**src/rtl/prog_tick_div.sv**
```systemverilog
module prog_tick_div #(
  parameter int DIV_W    = 6,
  parameter int PRE_LOG2 = 3
) (
  input  logic             clk,
  input  logic             rst_n,
  input  logic             wr_en,
  input  logic [DIV_W+1:0] wr_data,
  output logic [DIV_W+1:0] rd_data,
  output logic             loaded,
  output logic             tick
);
  localparam logic [PRE_LOG2-1:0] PRE_ONE = 1;
  localparam logic [DIV_W-1:0]    DIV_ONE = 1;

  logic                loaded_q, pre_sel_q;
  logic [DIV_W-1:0]    div_q, div_cnt;
  logic [PRE_LOG2-1:0] pre_cnt;
  logic                pre_wrap, div_wrap;

  assign pre_wrap = pre_sel_q ? &pre_cnt : 1'b1;
  assign div_wrap = (div_cnt == div_q);
  assign tick     = loaded_q & pre_wrap & div_wrap;
  assign loaded   = loaded_q;
  assign rd_data  = {loaded_q, pre_sel_q, div_q};

  always_ff @(posedge clk) begin
    if (!rst_n) begin
      loaded_q  <= 1'b0;
      pre_sel_q <= 1'b0;
      div_q     <= '0;
      pre_cnt   <= '0;
      div_cnt   <= '0;
    end else begin
      if (wr_en) loaded_q <= 1'b1;
      if (wr_en && !loaded_q) begin
        pre_sel_q <= wr_data[DIV_W];
        div_q     <= wr_data[DIV_W-1:0];
      end
      if (!loaded_q) begin
        pre_cnt <= '0;
        div_cnt <= '0;
      end else begin
        pre_cnt <= pre_cnt + PRE_ONE;
        if (pre_wrap) div_cnt <= div_wrap ? '0 : div_cnt + DIV_ONE;
      end
    end
  end
endmodule

```
**config.mk**
```make
export PLATFORM = sky130hd
export DESIGN_NAME = prog_tick_div
export DESIGN_NICKNAME = d
export VERILOG_FILES = /design/src/rtl/prog_tick_div.sv
export SDC_FILE = /design/constraint.sdc
export NUM_CORES = 1
export LEC_CHECK = 0
export ABC_AREA = 1
export BUFFER_PORTS_ARGS = -buffer_cell sky130_fd_sc_hd__buf_2
export CORE_MARGIN = 5
export CORE_UTILIZATION = 35
export CTS_CLUSTER_DIAMETER = 150
export DETAILED_ROUTE_END_ITERATION = 10
export PLACE_DENSITY = 0.67
export RECOVER_POWER = 100
export SLEW_MARGIN = 20
export SYNTH_ARGS = -nofsm -noshare
export SYNTH_HDL_FRONTEND = slang
export SYNTH_SLANG_ARGS = --single-unit
```
**constraint.sdc**
```tcl
create_clock -name clk -period 2.6 [get_ports clk]
set_input_delay 0.26 -clock clk [delete_from_list [all_inputs] [get_ports clk]]
set_output_delay 0.26 -clock clk [all_outputs]
set_load 0.05 [all_outputs]
```
==> flow_summary.yaml, run 1 <==
run_status:
  status: "finished clean"
synth:
  synthesis.area_sq_um: 826
  synth_xor_area_frac: 0.0530
  ys_ff_latch: 17
  synth_top_cell_area_share: 0.412
  yosys.cell_types.count: 21
  synthAdderAreaFrac: 0.0455
  ys_top_cells_by_area: "dfxtp_1 41%, nand2_1 11%, inv_1 8.2%"
  synth_top_area_cell: "dfxtp_1"
  synthesis.nets: 125
  synthSimpleGateAreaFrac: 0.279
  synth_top_family_by_area: "simple AND/OR/NAND/NOR gates"
  avgSynthCellArea_sq_um: 7.44
  ys_seq_area_frac: 0.412
  yosys_warnings: 0
  muxShareOfSynthArea: 0.0121
  synth_compound_area_frac: 0.0788
  syn_inst: 111
route:
  drt_iter0_drc: 11
  wl_um: 1520
  post_drt_wl_per_cell_um: 9.54
  vias: 688
  vias_per_cell: 4.33
  ant_nets: 0
  drcViolationCount: 0
  first_pass_iters: 4
grt:
  first_global_vias: 671
  grt_pass1_wl_um: 2790
  antenna_found_initial: 0
  grt_overflow: 0
  grt_max_degree: 13
  track_usage: 0.104
setup_path:
  crit_required_ns: 2.34
  reg2reg_depth: 9
  critPathCaptureType: "output pin"
  critPathKind: "flip-flop to output pin"
  r2r-start: "pre_cnt[0]"
  max_stage_delay_ns: 0.35
  crit_chain: "ha_1, ha_1, inv_1, nand2_1, o21ai_0, nor2_2, nand2_2, nor2_1, buf_2"
  crit_arrival_ns: 1.81
  r2r_setup_slack_ns: 1.02
  critPathLaunchType: "flip-flop"
  r2r-end: "div_cnt[2]"
  critPathLaunch: "pre_cnt[0]"
  crit_slowest_cell: "dfxtp_1"
  crit_fanout: 6
  cpMostUsedCell: "ha_1"
timing:
  post-route-min-period_ns: 2.07
  hold_viol: 0
  fin_setup_tns_ns: 0
  setup_violations: 0
  worst_pin_slew_ns: 0.599
  grt_setup_unrepaired: "false"
  drv_slew: 0
  slew_headroom: 0.603
  worst_clock_skew_ns: 0.00806
  setup_slack_ns: 0.534
  finalCritPeriodShare: 0.794
  max_freq_mhz: 484
placed_design:
  gp_congestion: 0.753
  numPortBuffers: 19
  place_inst: 155
  place_hpwl_um: 1240
  place_area_sq_um: 936
  post-place-ws_ns: 0.917
power_and_ir_drop:
  combPwrFrac: 0.219
  p_leak_nw: 0.425
  clockPowerShare: 0.255
  seq_power_share: 0.526
  p_sw_mw: 0.182
  p_int_mw: 0.362
  sw_frac_of_total: 0.335
  powerDensity_nw_per_um2: 579
  ir_drop_mv: 0.413
layout:
  final_area_sq_um: 940
  layout.cells.non_filler: 159
  diodes: 0
  drive_gt1_frac: 0.198
  fin_util: 0.421
  nets: 146
  area_delta_synth_final_pct: 13.8
flow_run:
  max_cap_violations: 0
cts:
  clockBufferDepth: 2
  ctsResizeCount: 0
  cts_setup_buffers: 0
  cts.clk_slew.worst_paths_ns: 0.10
  cts_made_buffers: 3
  tritoncts: "yes"
  clock_latency_ns: 0.29
  cts_root_buf: "clkbuf_4"
  cts.sinks: 17
  cts_hold_buf: 0
  htreeDepth: 1
floorplanning:
  dieHeight_um: 58.6
  dieWidth_um: 58.6
  placementRows: 17
  dieArea_sq_um: 3430
  start_util: 0.370
  core_sq_um: 2230
  pin_count: 21
min_path:
  whs_endpoint: "loaded"
  min_path_type: "input port to flip-flop"
  hp-start: "wr_en"
  hold_path_depth: 3
-- cells in the mapped netlist --
master   number
nor2_4        1
nand3_1       1
nand2_2       2
nor2_2        8
o21ai_1       3
nand2_1      24
nor2_1        9
nand3_2       1
dfxtp_1      17
inv_2         3
buf_4         2
o21ai_0       5
xor2_1        4
buf_2         1
xnor2_1       1
mux2i_1       1
a21oi_1       5
ha_1          3
nand4_1       1
inv_1        18
nand2_4       1
-- cells in the final DEF (no fill, tap or decap) --
cell / synthesis / routed
nand2_1: 24 / 26
inv_1: 18 / 19
dfxtp_1: 17 / 17
nor2_1: 9 / 10
buf_2: 1 / 10
clkbuf_1: 0 / 9
o21ai_0: 5 / 8
nor2_2: 8 / 7
a21oi_1: 5 / 5
xor2_1: 4 / 4
ha_1: 3 / 3
clkbuf_4: 0 / 3
inv_2: 3 / 2
nand3_1: 1 / 1
xnor2_1: 1 / 1
nand2_2: 2 / 1
nand4_1: 1 / 1
nor2_4: 1 / 1
mux2i_1: 1 / 1
nand3_2: 1 / 1
clkinv_2: 0 / 1
-- metal layers --
layer,GRT usage,wire [um]
met5,0,0
met4,0.0194,0
met1,0.117,666
met3,0.0461,98
met2,0.183,753
-- area by class of cell --
type	instances	area (sq um)
clock buffers	3	22.5
clock inverters	1	5.00
fillers	243	1290
inverters	21	78.8
multi-input cells	70	374
flip-flops and latches	17	340
well taps	28	35.0
repair buffers	19	83.8
-- registers in the layout, summed over array words and instances (netlist names) --
name	flops
div_q	6
div_cnt	6
pre_cnt	3
loaded	1
pre_sel_q	1
-- power groups by stage --
stage          combinational (mW)  clock [mW]  sequential (mW)
5_1_grt                     0.133       0.165            0.288
3_3_place_gp                0.127           0            0.291
3_5_place_dp                0.128           0            0.292
6_report                    0.119       0.139            0.286
4_1_cts                     0.129       0.147            0.286
2_1_floorplan              0.0719           0            0.322
-- through the flow --
stage                     total power, mW  hold WS, ns
after floorplan                     0.394        0.367
after global placement              0.418        0.406
after detailed placement            0.421        0.420
after CTS                           0.563        0.161
after global routing                0.585        0.162
final                               0.544        0.172
-- worst max-delay path: cells and delay by family, from the launching register on --
kind	cells	cell delay (ns)
adders and majority gates	2	0.28
AOI/OAI and AO/OA	1	0.15
and+or+nand+nor	4	0.44
buffers and inverters	2	0.29
DFF	1	0.35
-- worst max-delay path by stage --
stage	end	cells past startpoint
6_report	tick	9
5_1_grt	tick	9
4_1_cts	tick	9
3_5_place_dp	tick	9
3_3_place_gp	tick	9
2_1_floorplan	tick	8
-- kinds of logic after synthesis --
group	count (synthesis)
DFF	17
adders and majority gates	3
AOI/OAI and AO/OA	13
muxes	1
xor gates and xnor gates	5
and+or+nand+nor	48
buffers and inverters	24
(Power assumes the default switching activity.)
==> run 2: changes to the inputs <==
- clock period: 2.6 -> 2.02 ns (I/O delays scaled with it)
==> flow_summary.yaml, run 2 (synthesis results as in run 1) <==
power_and_ir_drop:
  p_int_mw: 0.470
  powerDensity_nw_per_um2: 744
  p_leak_nw: 0.424
  p_sw_mw: 0.234
  sw_frac_of_total: 0.332
  clockPowerShare: 0.255
  ir_drop_mv: 0.439
  seq_power_share: 0.524
  combPwrFrac: 0.220
floorplanning:
  placementRows: 17
  start_util: 0.370
  dieHeight_um: 58.6
  core_sq_um: 2230
  pin_count: 21
  dieWidth_um: 58.6
  dieArea_sq_um: 3430
layout:
  layout_commonest_cell: "nand2_1"
  layout_common_cells: "26 x nand2_1, 19 x inv_1, 17 x dfxtp_1"
  area_delta_synth_final_pct: 14.5
  diodes: 0
  drive_gt1_frac: 0.191
  reg_top3: "div_cnt: 6 flops, div_q: 6 flops, pre_cnt: 3 flops"
  nets: 146
  n_fill_cell: 249
  layout.cells.non_filler: 159
  final_area_sq_um: 946
  fin_util: 0.424
timing:
  fin_setup_tns_ns: 0
  finalCritPeriodShare: 0.900
  worst_pin_slew_ns: 0.604
  grt_setup_unrepaired: "false"
  worst_clock_skew_ns: 0.00525
  setup_slack_ns: 0.203
  slew_headroom: 0.599
  hold_viol: 0
  setup_violations: 0
  drv_slew: 0
  max_freq_mhz: 550
  post-route-min-period_ns: 1.82
cts:
  cts_made_buffers: 3
  cts_root_buf: "clkbuf_4"
  tritoncts: "yes"
  cts.sinks: 17
  ctsResizeCount: 0
  clockBufferDepth: 2
  cts_hold_buf: 0
  cts_setup_buffers: 0
  cts.clk_slew.worst_paths_ns: 0.10
  htreeDepth: 1
  clock_latency_ns: 0.29
route:
  met2_length_um: 783
  ant_nets: 0
  dr_wl_met3_um: 72
  vias: 696
  highest_layer: "met4"
  wl_um: 1590
  vias_per_cell: 4.38
  drcViolationCount: 0
  wl_met1_um: 717
  post_drt_wl_per_cell_um: 9.98
  drt_iter0_drc: 6
  first_pass_iters: 4
grt:
  track_usage: 0.0972
  antenna_found_initial: 0
  first_global_vias: 641
  grt_overflow: 0
  grt_max_degree: 13
  grt_pass1_wl_um: 2630
setup_path:
  critPathLaunchType: "flip-flop"
  cpMostUsedCell: "ha_1"
  crit_chain: "ha_1, ha_1, inv_1, nand2_4, o21ai_1, nor2_2, nand2_1, nor2_1, buf_4"
  worst-path-buf-inv: 2
  crit_arrival_ns: 1.62
  crit_fanout: 6
  crit_slowest_cell: "dfxtp_1"
  crit_family: "simple AND/OR/NAND/NOR gates"
  crit_required_ns: 1.82
  critPathKind: "flip-flop to output pin"
  max_stage_delay_ns: 0.35
  critPathCaptureType: "output pin"
min_path:
  min_path_type: "input port to flip-flop"
run_status:
  status: "finished clean"
placed_design:
  gp_congestion: 0.734
  place_hpwl_um: 1220
  place_area_sq_um: 936
  numPortBuffers: 19
  post-place-ws_ns: 0.390
  place_inst: 155
flow_run:
  max_cap_violations: 0
run 2: cell count changes in the layout (fill, tap and decap cells not counted):
cell      change
clkinv_2      -1
o21ai_0       -1
o21ai_1       +1
clkbuf_1      +1
buf_2         -1
buf_4         +1
nand2_2       -1
nand2_4       +1
run 2: worst min-delay path, cell delays in order:
cell,delay (ns)
buf_2,0.09
nand2_1,0.04
nand2_1,0.05
run 2: per-layer routing:
| layer | vias up | GRT usage |
|---|---|---|
| met2 | 11 | 0.167 |
| li1 | 372 | - |
| met4 | 0 | 0.0485 |
| met1 | 311 | 0.111 |
| met3 | 2 | 0.0241 |
| met5 | - | 0 |
run 2: through the flow:
step	total power, mW	hold WS (ns)
global placement	0.539	0.406
CTS	0.723	0.112
detailed placement	0.542	0.419
global route	0.747	0.133
finish	0.704	0.119
floorplan	0.507	0.309
run 2: path summary, 6_finish.rpt:
| kind | from | endpoint | slack (ns) | cells after the start |
|---|---|---|---|---|
| worst min register to register | pre_cnt[0] | pre_cnt[0] | 0.43 | 1 |
| worst max register to register | pre_cnt[0] | div_cnt[2] | 0.52 | 9 |
| worst min-delay path | wr_en | loaded | 0.12 | 3 |
| worst max-delay path | pre_cnt[0] | tick | 0.20 | 9 |
run 2: cell type report:
cell class | count | area (sq um) | area share
Clock buffer | 4 | 26.3 | 0.0278
Sequential cell | 17 | 340 | 0.360
Multi-Input combinational cell | 70 | 379 | 0.401
Timing Repair Buffer | 19 | 86.3 | 0.0913
Inverter | 21 | 78.8 | 0.0833
Tap cell | 28 | 35.0 | 0.0370
run 2: power by group through the flow:
stage                     combinational (mW)  sequential, mW  clock (mW)
after floorplan                       0.0926           0.414           0
after global placement                 0.164           0.375           0
after detailed placement               0.165           0.377           0
after CTS                              0.167           0.369       0.188
after global routing                   0.172           0.372       0.203
final                                  0.155           0.369       0.179
==> run 3: changes to the inputs <==
- ABC_AREA: 1 -> unset
- REMOVE_ABC_BUFFERS: unset -> 1
==> flow_summary.yaml, run 3 <==
route:
  wl_um: 1640
  vias_per_cell: 5.08
  drt_iter0_drc: 2
  vias: 645
  first_pass_iters: 4
  drcViolationCount: 0
  ant_nets: 0
  post_drt_wl_per_cell_um: 12.9
setup_path:
  crit_required_ns: 1.82
  critPathKind: "flip-flop to output pin"
  crit_fanout: 3
  critPathLaunchType: "flip-flop"
  critPathCaptureType: "output pin"
  r2r-start: "pre_cnt[0]"
  crit_arrival_ns: 1.67
  reg2reg_depth: 6
  critPathLaunch: "pre_cnt[0]"
layout:
  fin_util: 0.424
  layout_commonest_cell: "dfxtp_1"
  layout.cells.non_filler: 127
  area_delta_synth_final_pct: 14.4
  layout_common_cells: "17 x dfxtp_1, 13 x clkbuf_1, 9 x buf_2"
  reg_top3: "div_cnt: 6 flops, div_q: 6 flops, pre_cnt: 3 flops"
  drive_gt1_frac: 0.202
  nets: 114
  final_area_sq_um: 946
  n_fill_cell: 226
  diodes: 0
grt:
  grt_max_degree: 12
  grt_use_met1: 0.107
  met2_usage: 0.183
  grt_pass1_wl_um: 2730
  use_met3: 0.0219
  busiest_layer: "met2"
  first_global_vias: 648
  antenna_found_initial: 0
  grt_overflow: 0
  track_usage: 0.102
cts:
  htreeDepth: 1
  cts_root_buf: "clkbuf_4"
  cts_made_buffers: 3
  cts.clk_slew.worst_paths_ns: 0.09
  cts_hold_buf: 0
  tritoncts: "yes"
  cts.sinks: 17
  clockBufferDepth: 2
  clock_latency_ns: 0.29
power_and_ir_drop:
  p_sw_mw: 0.213
  seq_power_share: 0.526
  p_leak_nw: 0.396
  sw_frac_of_total: 0.311
  ir_drop_mv: 0.521
  combPwrFrac: 0.209
  p_int_mw: 0.474
  powerDensity_nw_per_um2: 727
  clockPowerShare: 0.264
placed_design:
  post-place-ws_ns: 0.386
  numPortBuffers: 19
  gp_congestion: 0.694
  place_area_sq_um: 945
  place_hpwl_um: 1250
  place_inst: 122
floorplanning:
  core_sq_um: 2230
  pin_count: 21
  dieArea_sq_um: 3440
  dieHeight_um: 58.6
  placementRows: 17
  start_util: 0.370
  dieWidth_um: 58.6
timing:
  drv_slew: 0
  post-route-min-period_ns: 1.87
  hold_viol: 0
  setup_slack_ns: 0.147
  slew_headroom: 0.599
  grt_setup_unrepaired: "false"
  worst_clock_skew_ns: 0.00417
  fin_setup_tns_ns: 0
  max_freq_mhz: 534
  worst_pin_slew_ns: 0.604
  finalCritPeriodShare: 0.927
  setup_violations: 0
synth:
  synthArstFlopShare: 0
  muxShareOfSynthArea: 0.0847
  synth_top_family_by_area: "simple AND/OR/NAND/NOR gates"
  ys_ff_latch: 17
  yosys.cell_types.count: 28
  synthSimpleGateAreaFrac: 0.221
  synth_compound_area_frac: 0.116
  synth_common_cells: "17 x dfxtp_1, 8 x nor2b_1, 7 x mux2i_1"
  avgSynthCellArea_sq_um: 10.7
  synthesis.area_sq_um: 827
  synth_edf_count: 0
  yosys_warnings: 0
  synth_most_common_cell: "dfxtp_1"
  synth_top_area_cell: "dfxtp_1"
  ys_top_cells_by_area: "dfxtp_1 41%, mux2i_1 8.5%, xor2_1 6.4%"
  synthAdderAreaFrac: 0.0454
  ys_seq_area_frac: 0.411
  synth_ff_type: "dfxtp_1"
  synth_top_cell_area_share: 0.411
  synth_xor_area_frac: 0.0741
  syn_inst: 77
min_path:
  hp-start: "wr_en"
  hold_path_depth: 2
  min_path_type: "input port to flip-flop"
flow_run:
  max_cap_violations: 0
run_status:
  status: "finished clean"
## run 3: changes by cell type after synthesis, moves of 5 or more
| cell | before | now |
|---|---|---|
| a21oi_1 | 5 | 0 |
| nor2_1 | 9 | 1 |
| nand2_1 | 24 | 5 |
| inv_1 | 18 | 1 |
| mux2i_1 | 1 | 7 |
| nor2b_1 | 0 | 8 |
| nor2_2 | 8 | 0 |
## run 3: cell families (layout without fill, tap and decap cells)
kind of cell	after synthesis	after routing
AND/OR/NAND/NOR	26	26
flip-flops	17	17
AO/OA/AOI/OAI	11	11
XOR/XNOR	7	7
multiplexers	7	7
buffers and inverters	6	28
adder cells (fa/ha/maj)	3	3
## run 3: metal layers
metal	wire length (um)	vias to the layer above
met5	0	-
met4	33	0
met2	818	18
met3	72	4
met1	711	306
li1	-	317
## run 3: worst max-delay path, stage by stage, from the launching register on
cell and delay [ns]:
dfxtp_1 0.34, ha_1 0.15, ha_1 0.20, nor2b_4 0.07, nor4_4 0.21, and3_1 0.19, clkbuf_4 0.23
## run 3: repair_timing
| action | in CTS | in global routing |
|---|---|---|
| resized for setup | 0 | 1 |
| setup buffers | 0 | 1 |
| setup endpoints to repair | 0 | 1 |
## run 3: worst paths after layout
kind | endpoint | slack [ns]
worst max-delay path | tick | 0.15
worst min-delay path | loaded | 0.12
worst max register to register | div_cnt[5] | 0.18
worst min register to register | pre_cnt[0] | 0.43
## run 3: area by class of cell
| cell class | instances | area, sq um | area share |
|---|---|---|---|
| Clock buffer | 4 | 26.3 | 0.0278 |
| Inverter | 1 | 3.75 | 0.00397 |
| Multi-Input combinational cell | 54 | 435 | 0.460 |
| Sequential cell | 17 | 340 | 0.360 |
| Tap cell | 28 | 35.0 | 0.0370 |
| Timing Repair Buffer | 23 | 105 | 0.111 |
## run 3: metrics by stage
step	hold WS, ns	total power, mW
6_report	0.121	0.687
5_1_grt	0.120	0.722
4_1_cts	0.112	0.704
3_5_place_dp	0.417	0.522
3_3_place_gp	0.406	0.518
2_1_floorplan	0.312	0.473
## run 3: power by group through the flow
stage / registers [mW] / logic, mW / clock network (mW)
floorplan: 0.406 / 0.0679 / 0
global placement: 0.368 / 0.150 / 0
detailed placement: 0.369 / 0.153 / 0
CTS: 0.362 / 0.153 / 0.189
global route: 0.365 / 0.153 / 0.204
finish: 0.362 / 0.144 / 0.182
